### src/rtl/dtg_pkg.sv
package dtg_pkg;

   typedef enum logic [2:0] {
      C_NOP  = 3'd0,
      C_ACT  = 3'd1,
      C_RD   = 3'd2,
      C_WR   = 3'd3,
      C_PRE  = 3'd4,
      C_PREA = 3'd5,
      C_REF  = 3'd6,
      C_MRS  = 3'd7
   } dcmd_e;

   localparam int NRULE    = 14;
   localparam int V_RCD_RD = 0;
   localparam int V_RCD_WR = 1;
   localparam int V_RAS    = 2;
   localparam int V_RC     = 3;
   localparam int V_RP     = 4;
   localparam int V_RRD    = 5;
   localparam int V_CCD    = 6;
   localparam int V_WREC   = 7;
   localparam int V_WTR    = 8;
   localparam int V_DAL    = 9;
   localparam int V_BUSY   = 10;
   localparam int V_IDLE   = 11;
   localparam int V_CLOSED = 12;
   localparam int V_OPEN   = 13;

   // Per-bank "window still running" flags
   typedef struct packed {
      logic rcd_rd;
      logic rcd_wr;
      logic ras;
      logic rc;
      logic rp;
      logic rrd;
      logic wrec;
      logic dal;
   } bank_win_t;

   function automatic int imax(input int a, input int b);
      return (a > b) ? a : b;
   endfunction

endpackage

### src/rtl/dtg_gap_timer.sv
// Down-counter holding the cycles left before a spacing window expires.
// A load keeps the larger of the new value and the running remainder.
module dtg_gap_timer #(
   parameter int W = 5
) (
   input  logic         clk,
   input  logic         rst_n,
   input  logic         load,
   input  logic [W-1:0] load_val,
   output logic         busy
);

   logic [W-1:0] cnt_q;
   logic [W-1:0] dec;

   always_comb begin
      dec = (cnt_q == '0) ? '0 : cnt_q - 1'b1;
   end

   always_ff @(posedge clk) begin
      if (!rst_n) begin
         cnt_q <= '0;
      end else if (load && (load_val > dec)) begin
         cnt_q <= load_val;
      end else begin
         cnt_q <= dec;
      end
   end

   assign busy = (cnt_q != '0);

endmodule

### src/rtl/dtg_bank_track.sv
// State and spacing windows of one bank.
module dtg_bank_track
   import dtg_pkg::*;
#(
   parameter int W         = 5,
   parameter int LD_RCD_RD = 4,
   parameter int LD_RCD_WR = 2,
   parameter int LD_RAS    = 10,
   parameter int LD_RC     = 15,
   parameter int LD_RP     = 4,
   parameter int LD_RP_AP  = 6,
   parameter int LD_RRD    = 2,
   parameter int LD_WREC   = 5,
   parameter int LD_DAL    = 10
) (
   input  logic      clk,
   input  logic      rst_n,
   input  logic      act,
   input  logic      rd,
   input  logic      wr,
   input  logic      pre,
   input  logic      ap,
   output logic      open_o,
   output bank_win_t win_o
);

   logic         open_q;
   logic         rp_load;
   logic [W-1:0] rp_val;

   always_ff @(posedge clk) begin
      if (!rst_n) begin
         open_q <= 1'b0;
      end else if (act) begin
         open_q <= 1'b1;
      end else if (pre || ((rd || wr) && ap)) begin
         open_q <= 1'b0;
      end
   end

   assign open_o  = open_q;
   assign rp_load = pre || (rd && ap);
   assign rp_val  = pre ? W'(LD_RP) : W'(LD_RP_AP);

   dtg_gap_timer #(.W(W)) u_rcd_rd (
      .clk(clk), .rst_n(rst_n), .load(act), .load_val(W'(LD_RCD_RD)), .busy(win_o.rcd_rd));
   dtg_gap_timer #(.W(W)) u_rcd_wr (
      .clk(clk), .rst_n(rst_n), .load(act), .load_val(W'(LD_RCD_WR)), .busy(win_o.rcd_wr));
   dtg_gap_timer #(.W(W)) u_ras (
      .clk(clk), .rst_n(rst_n), .load(act), .load_val(W'(LD_RAS)), .busy(win_o.ras));
   dtg_gap_timer #(.W(W)) u_rc (
      .clk(clk), .rst_n(rst_n), .load(act), .load_val(W'(LD_RC)), .busy(win_o.rc));
   dtg_gap_timer #(.W(W)) u_rrd (
      .clk(clk), .rst_n(rst_n), .load(act), .load_val(W'(LD_RRD)), .busy(win_o.rrd));
   dtg_gap_timer #(.W(W)) u_rp (
      .clk(clk), .rst_n(rst_n), .load(rp_load), .load_val(rp_val), .busy(win_o.rp));
   dtg_gap_timer #(.W(W)) u_wrec (
      .clk(clk), .rst_n(rst_n), .load(wr), .load_val(W'(LD_WREC)), .busy(win_o.wrec));
   dtg_gap_timer #(.W(W)) u_dal (
      .clk(clk), .rst_n(rst_n), .load(wr && ap), .load_val(W'(LD_DAL)), .busy(win_o.dal));

endmodule

### src/rtl/dram_timing_guard.sv
module dram_timing_guard
   import dtg_pkg::*;
#(
   parameter int NB       = 4,
   parameter int BL       = 4,
   parameter int WL       = 1,
   parameter int T_RCD_RD = 5,
   parameter int T_RCD_WR = 3,
   parameter int T_RAS    = 11,
   parameter int T_RC     = 16,
   parameter int T_RP     = 5,
   parameter int T_RRD    = 3,
   parameter int T_CCD    = 1,
   parameter int T_WR     = 4,
   parameter int T_WTR    = 3,
   parameter int T_DAL    = 9,
   parameter int T_RFC    = 17,
   parameter int T_MRD    = 2,
   localparam int BW      = (NB > 1) ? $clog2(NB) : 1
) (
   input  logic             clk,
   input  logic             rst_n,
   input  logic [2:0]       cmd_i,
   input  logic [BW-1:0]    bank_i,
   input  logic             ap_i,
   input  logic             clr_i,
   output logic [NB-1:0]    bank_open_o,
   output logic [NRULE-1:0] viol_o,
   output logic [NB-1:0]    viol_bank_o
);

   // Derived thresholds, in cycles from the command
   localparam int WEND     = WL + BL / 2 - 1;
   localparam int TH_WREC  = WEND + T_WR;
   localparam int TH_WTR   = WEND + T_WTR;
   localparam int TH_DAL   = WEND + T_DAL;
   localparam int TH_RP_AP = BL / 2 + T_RP;
   localparam int MAXT     = imax(imax(imax(T_RC, T_RFC), imax(TH_DAL, TH_RP_AP)),
                                  imax(imax(TH_WREC, TH_WTR), imax(T_RAS, T_MRD)));
   localparam int W        = $clog2(MAXT + 1);

   // Elaboration-time parameter checks
   if ((BL != 2) && (BL != 4) && (BL != 8)) begin : g_bad_bl
      $error("dram_timing_guard: BL must be 2, 4 or 8");
   end
   if ((NB < 2) || ((NB & (NB - 1)) != 0)) begin : g_bad_nb
      $error("dram_timing_guard: NB must be a power of two of at least 2");
   end
   if ((WL < 0) || (T_RCD_RD < 1) || (T_RCD_WR < 1) || (T_RAS < 1) || (T_RC < 1) ||
       (T_RP < 1) || (T_RRD < 1) || (T_CCD < 1) || (T_WR < 1) || (T_WTR < 1) ||
       (T_DAL < 1) || (T_RFC < 1) || (T_MRD < 1)) begin : g_bad_t
      $error("dram_timing_guard: spacings must be at least one cycle");
   end

   dcmd_e c;
   assign c = dcmd_e'(cmd_i);

   logic            is_act, is_rd, is_wr, is_pre, is_prea, is_ref, is_mrs, is_col;
   logic [NB-1:0]   sel;
   logic [NB-1:0]   open_v, ras_v, wrec_v, rrd_v;
   bank_win_t       win [NB];

   assign is_act  = (c == C_ACT);
   assign is_rd   = (c == C_RD);
   assign is_wr   = (c == C_WR);
   assign is_pre  = (c == C_PRE);
   assign is_prea = (c == C_PREA);
   assign is_ref  = (c == C_REF);
   assign is_mrs  = (c == C_MRS);
   assign is_col  = is_rd || is_wr;
   assign sel     = NB'(1) << bank_i;

   // One tracker per bank
   for (genvar b = 0; b < NB; b++) begin : g_bank
      dtg_bank_track #(
         .W        (W),
         .LD_RCD_RD(T_RCD_RD - 1),
         .LD_RCD_WR(T_RCD_WR - 1),
         .LD_RAS   (T_RAS - 1),
         .LD_RC    (T_RC - 1),
         .LD_RP    (T_RP - 1),
         .LD_RP_AP (TH_RP_AP - 1),
         .LD_RRD   (T_RRD - 1),
         .LD_WREC  (TH_WREC - 1),
         .LD_DAL   (TH_DAL - 1)
      ) u_trk (
         .clk   (clk),
         .rst_n (rst_n),
         .act   (is_act && sel[b]),
         .rd    (is_rd && sel[b]),
         .wr    (is_wr && sel[b]),
         .pre   ((is_pre && sel[b]) || is_prea),
         .ap    (ap_i),
         .open_o(open_v[b]),
         .win_o (win[b])
      );
      assign ras_v[b]  = win[b].ras;
      assign wrec_v[b] = win[b].wrec;
      assign rrd_v[b]  = win[b].rrd;
   end

   // Windows shared by all banks
   logic         ccd_busy, wtr_busy, cmd_busy;
   logic         busy_load;
   logic [W-1:0] busy_val;

   if (T_CCD > 1) begin : g_ccd_timer
      dtg_gap_timer #(.W(W)) u_ccd (
         .clk(clk), .rst_n(rst_n), .load(is_col), .load_val(W'(T_CCD - 1)), .busy(ccd_busy));
   end else begin : g_ccd_none
      assign ccd_busy = 1'b0;
   end

   dtg_gap_timer #(.W(W)) u_wtr (
      .clk(clk), .rst_n(rst_n), .load(is_wr), .load_val(W'(TH_WTR - 1)), .busy(wtr_busy));

   assign busy_load = is_ref || is_mrs;
   assign busy_val  = is_ref ? W'(T_RFC - 1) : W'(T_MRD - 1);

   dtg_gap_timer #(.W(W)) u_cmd_busy (
      .clk(clk), .rst_n(rst_n), .load(busy_load), .load_val(busy_val), .busy(cmd_busy));

   // Rule evaluation for the command of this cycle
   bank_win_t        tgt;
   logic             tgt_open;
   logic [NRULE-1:0] hit;
   logic             bank_rule;
   logic [NB-1:0]    hit_bank;

   always_comb begin
      tgt      = win[bank_i];
      tgt_open = open_v[bank_i];
      hit      = '0;

      hit[V_RCD_RD] = is_rd && tgt_open && tgt.rcd_rd;
      hit[V_RCD_WR] = is_wr && tgt_open && tgt.rcd_wr;
      hit[V_RAS]    = (is_pre && tgt_open && tgt.ras) || (is_prea && |(open_v & ras_v));
      hit[V_RC]     = is_act && tgt.rc;
      hit[V_RP]     = is_act && tgt.rp;
      hit[V_RRD]    = is_act && |(rrd_v & ~sel);
      hit[V_CCD]    = is_col && ccd_busy;
      hit[V_WREC]   = (is_pre && tgt.wrec) || (is_prea && |wrec_v);
      hit[V_WTR]    = is_rd && wtr_busy;
      hit[V_DAL]    = is_act && tgt.dal;
      hit[V_BUSY]   = (c != C_NOP) && cmd_busy;
      hit[V_IDLE]   = (is_ref || is_mrs) && |open_v;
      hit[V_CLOSED] = is_col && !tgt_open;
      hit[V_OPEN]   = is_act && tgt_open;

      bank_rule = hit[V_RCD_RD] || hit[V_RCD_WR] || hit[V_RC] || hit[V_RP] ||
                  hit[V_RRD] || hit[V_DAL] || hit[V_CLOSED] || hit[V_OPEN] ||
                  (is_pre && (hit[V_RAS] || hit[V_WREC]));

      hit_bank = bank_rule ? sel : '0;
      if (is_prea) begin
         hit_bank = hit_bank | (open_v & ras_v) | wrec_v;
      end
   end

   // Sticky violation capture
   logic [NRULE-1:0] viol_q;
   logic [NB-1:0]    vbank_q;

   always_ff @(posedge clk) begin
      if (!rst_n) begin
         viol_q  <= '0;
         vbank_q <= '0;
      end else begin
         viol_q  <= (clr_i ? '0 : viol_q) | hit;
         vbank_q <= (clr_i ? '0 : vbank_q) | hit_bank;
      end
   end

   assign bank_open_o = open_v;
   assign viol_o      = viol_q;
   assign viol_bank_o = vbank_q;

endmodule

### config.mk
export PLATFORM = sky130hd
export DESIGN_NAME = dram_timing_guard
export DESIGN_NICKNAME = d
export VERILOG_FILES = /design/src/rtl/dtg_pkg.sv /design/src/rtl/dtg_gap_timer.sv /design/src/rtl/dtg_bank_track.sv /design/src/rtl/dram_timing_guard.sv
export SDC_FILE = /design/constraint.sdc
export NUM_CORES = 1
export LEC_CHECK = 0
export BUFFER_PORTS_ARGS = -buffer_cell sky130_fd_sc_hd__buf_2
export CAP_MARGIN = 10
export CORE_MARGIN = 2
export CORE_UTILIZATION = 45
export DETAILED_ROUTE_END_ITERATION = 10
export GPL_TIMING_DRIVEN = 0
export SYNTH_ARGS = -nofsm -noshare
export SYNTH_HDL_FRONTEND = slang
export SYNTH_HIERARCHICAL = 1
export SYNTH_SLANG_ARGS = --single-unit
### constraint.sdc
create_clock -name clk -period 3.6 [get_ports clk]
set_input_delay 0.54 -clock clk [delete_from_list [all_inputs] [get_ports clk]]
set_output_delay 0.54 -clock clk [all_outputs]
set_load 0.05 [all_outputs]
==> impl_metrics.json <==
{
  "rsz0062_at_grt": "false",
  "p_leak_nw": 8.18,
  "start_util_pct": 46.0,
  "place_congestion": 0.826,
  "htreeDepth": 4,
  "cts_buffers": 17,
  "cap_violations": 0,
  "vias": 13000,
  "hold_buffers": 0,
  "ys_seq_area_share_pct": 24.7,
  "cp_top_family": "buffers and inverters",
  "post-synth-top-area-cell": "dfxtp_1",
  "synth_top_area_share_pct": 24.7,
  "multi_input_area_mm2": 0.0118,
  "min_period_ps": 2770,
  "layout_worst_path_cycle_share_pct": 77.0,
  "grt.overflow.total": 0,
  "fin_ws_ps": 827,
  "fp.dieW_um": 190,
  "mostFrequentLayoutCell": "nand2_1",
  "clk_pin_slew_ps": 70,
  "synth_ff_type": "dfxtp_1",
  "min_path_type": "flop to flop",
  "async_flop_share_pct": 0,
  "cts_setup_buffers": 0,
  "synth_warnings": 6,
  "coreArea_mm2": 0.0337,
  "cts.sinks": 191,
  "first_global_vias": 12700,
  "drtPass1Iterations": 6,
  "dp_hpwl_um": 25500,
  "cp_cell_sequence": "buf_2, buf_2, clkbuf_1, nor2b_1, nor2_1, nor2_1, inv_1, ha_1, nand4_1, o22a_2, a21oi_4, mux2i_1",
  "viasPerCell": 4.68,
  "wl_per_cell_um": 11.9,
  "routed_wl_um": 33000,
  "fillers": 3236,
  "powerDensity_mw_per_mm2": 858,
  "pre_cts_ws_ps": 438,
  "netlist_top_cells_area": "dfxtp_1, ha_1, mux2i_1",
  "rows": 67,
  "fin_skew_ps": 8.74,
  "syn_inst": 1943,
  "grt_pass1_wl_um": 57300,
  "seq_area_mm2": 0.00382,
  "fp.dieH_um": 190,
  "cts.path.max_buffers": 2,
  "status": "completed",
  "synth.avg_cell_area_um2": 7.97,
  "die_area_mm2": 0.0359,
  "crit_fanout": 10,
  "synth_edf_count": 0,
  "max_freq_ghz": 0.361,
  "slew_headroom_pct": 41.7,
  "syn_area_mm2": 0.0155,
  "grt_max_degree": 49,
  "ios": 31,
  "area_growth_pct": 16.2,
  "ir_drop_uv": 382,
  "worst_slew_pin_slew_ps": 872,
  "crit_arrival_ps": 3140,
  "cp-start-kind": "input pin",
  "final.setup.tns_ps": 0,
  "power.total_mw": 15.4,
  "cts-resized-gates": 0,
  "synth_seq_cells": 191,
  "end_kind": "flop",
  "cpMaxStageDelayCell": "clkbuf_1",
  "final_cell_mix": "nand2_1, conb_1, ha_1",
  "io_buffers": 28,
  "clkLatencyLatePin_ps": 450,
  "drive_above_1_share_pct": 9.31,
  "final_max_slew_viol_count": 0,
  "setup_viol": 0,
  "path_class": "input pin to flop",
  "cts_root_buf": "clkbuf_16",
  "slowest_delay_ps": 390,
  "crit_buf_inv": 4,
  "crit_required_ps": 3970,
  "drtAntennaViolNets": 0,
  "grt_antenna_before_repair": 1,
  "drc": 0,
  "design_area_mm2": 0.0180,
  "drt_iter0_markers": 516,
  "grtUsageTotal_pct": 19.2,
  "cts_tree": "built",
  "final-hold-violation-count": 0,
  "postPlaceCellArea_mm2": 0.0174,
  "nets": 2523,
  "synthDistinctLibCells": 48,
  "antenna_cells": 0
}
## worst register-to-register path, delay by kind of cell, from the launching register on
family                   cells  cell delay [ps]
multiplexers                 1              560
AND/OR/NAND/NOR              2              690
flip-flops                   1              320
AO/OA/AOI/OAI                3              500
adder cells (fa/ha/maj)      1              200
buffers and inverters        2              180
## logic make-up (layout without fill, tap and decap cells)
logic type / after synthesis / in the layout / share of synthesized area, %
muxes: 182 / 182 / 12.4
xor gates and xnor gates: 68 / 68 / 3.85
DFF: 191 / 191 / 24.7
AOI/OAI and AO/OA: 216 / 216 / 11.3
and+or+nand+nor: 808 / 808 / 24.6
buffers and inverters: 264 / 322 / 6.54
other: 10 / 329 / 0.242
adders and majority gates: 204 / 204 / 16.5
## state kept, by name (all words and copies together) (netlist names), 20 cells and up
| register | count |
|---|---|
| g_bank.u_trk/u_rrd/cnt_q | 20 |
| g_bank.u_trk/u_rcd_wr/cnt_q | 20 |
| g_bank.u_trk/u_rp/cnt_q | 20 |
| g_bank.u_trk/u_rc/cnt_q | 20 |
| g_bank.u_trk/u_ras/cnt_q | 20 |
| g_bank.u_trk/u_rcd_rd/cnt_q | 20 |
| g_bank.u_trk/u_wrec/cnt_q | 20 |
| g_bank.u_trk/u_dal/cnt_q | 20 |
## metrics by stage
stage	instances	hold slack [ps]	util, %
3_5_place_dp	2738	477	51.6
5_1_grt	2768	527	53.4
4_1_cts	2767	486	53.3
2_1_floorplan	2262	470	-
3_3_place_gp	2738	464	51.6
6_report	2768	484	53.4
## synth_stat cells, types with 2 or more instances
| cell | count |
|---|---|
| and2_1 | 10 |
| mux4_2 | 6 |
| or2_2 | 2 |
| mux2i_1 | 174 |
| a31o_1 | 3 |
| xor2_1 | 68 |
| a21o_1 | 5 |
| nor2b_1 | 16 |
| nand3_1 | 106 |
| nor4_1 | 4 |
| a21oi_1 | 79 |
| a41o_2 | 2 |
| nor3_1 | 34 |
| conb_1 | 10 |
| buf_6 | 2 |
| nand2b_1 | 8 |
| a21oi_4 | 34 |
| o22a_2 | 34 |
| o21ai_1 | 39 |
| dfxtp_1 | 191 |
| nand4_1 | 34 |
| nand2_1 | 428 |
| a22oi_1 | 2 |
| o31ai_2 | 4 |
| nor2_1 | 125 |
| inv_2 | 34 |
| nor4b_2 | 34 |
| ha_1 | 204 |
| inv_1 | 185 |
| o22ai_1 | 8 |
| buf_2 | 2 |
| clkbuf_1 | 40 |
## path summary, 6_finish.rpt
path                                              from  depth (start not counted)  slack (ps)                                  endpoint
max                                          bank_i[1]                         12         830  g_bank[2].u_trk/u_rp/cnt_q[1]$_SDFF_PN0_
min                              viol_o[10]$_SDFF_PN0_                          2         480                     viol_o[10]$_SDFF_PN0_
max reg2reg  g_bank[3].u_trk/u_dal/cnt_q[0]$_SDFF_PN0_                          9        1040                 viol_bank_o[1]$_SDFF_PN0_
min reg2reg                      viol_o[10]$_SDFF_PN0_                          2         480                     viol_o[10]$_SDFF_PN0_
## routing by layer
metal  vias up  global-route usage, %  part of all wire [%]
met1      5818                   24.2                    49
met5         -                      0                 0.033
met4         2                   4.20                  0.80
met2       116                   34.5                    47
met3        18                   2.97                   2.8
li1       7001                      -                     -
## area by class of cell
cell class,count,share of cell area (%)
timing repair buffer,29,0.932
inverter,219,4.57
clock inverter,8,0.640
clock buffer,21,2.56
sequential,191,21.3
tap,448,3.12
buffer,45,1.06
multi-input combinational,1807,65.9
## power breakdown
part | internal (mW) | total (mW) | switching (mW)
Sequential | 2.88 | 3.54 | 0.659
Combinational | 4.11 | 9.94 | 5.83
Clock | 1.11 | 1.97 | 0.852
No activity file was read; power rests on OpenSTA's default activity.
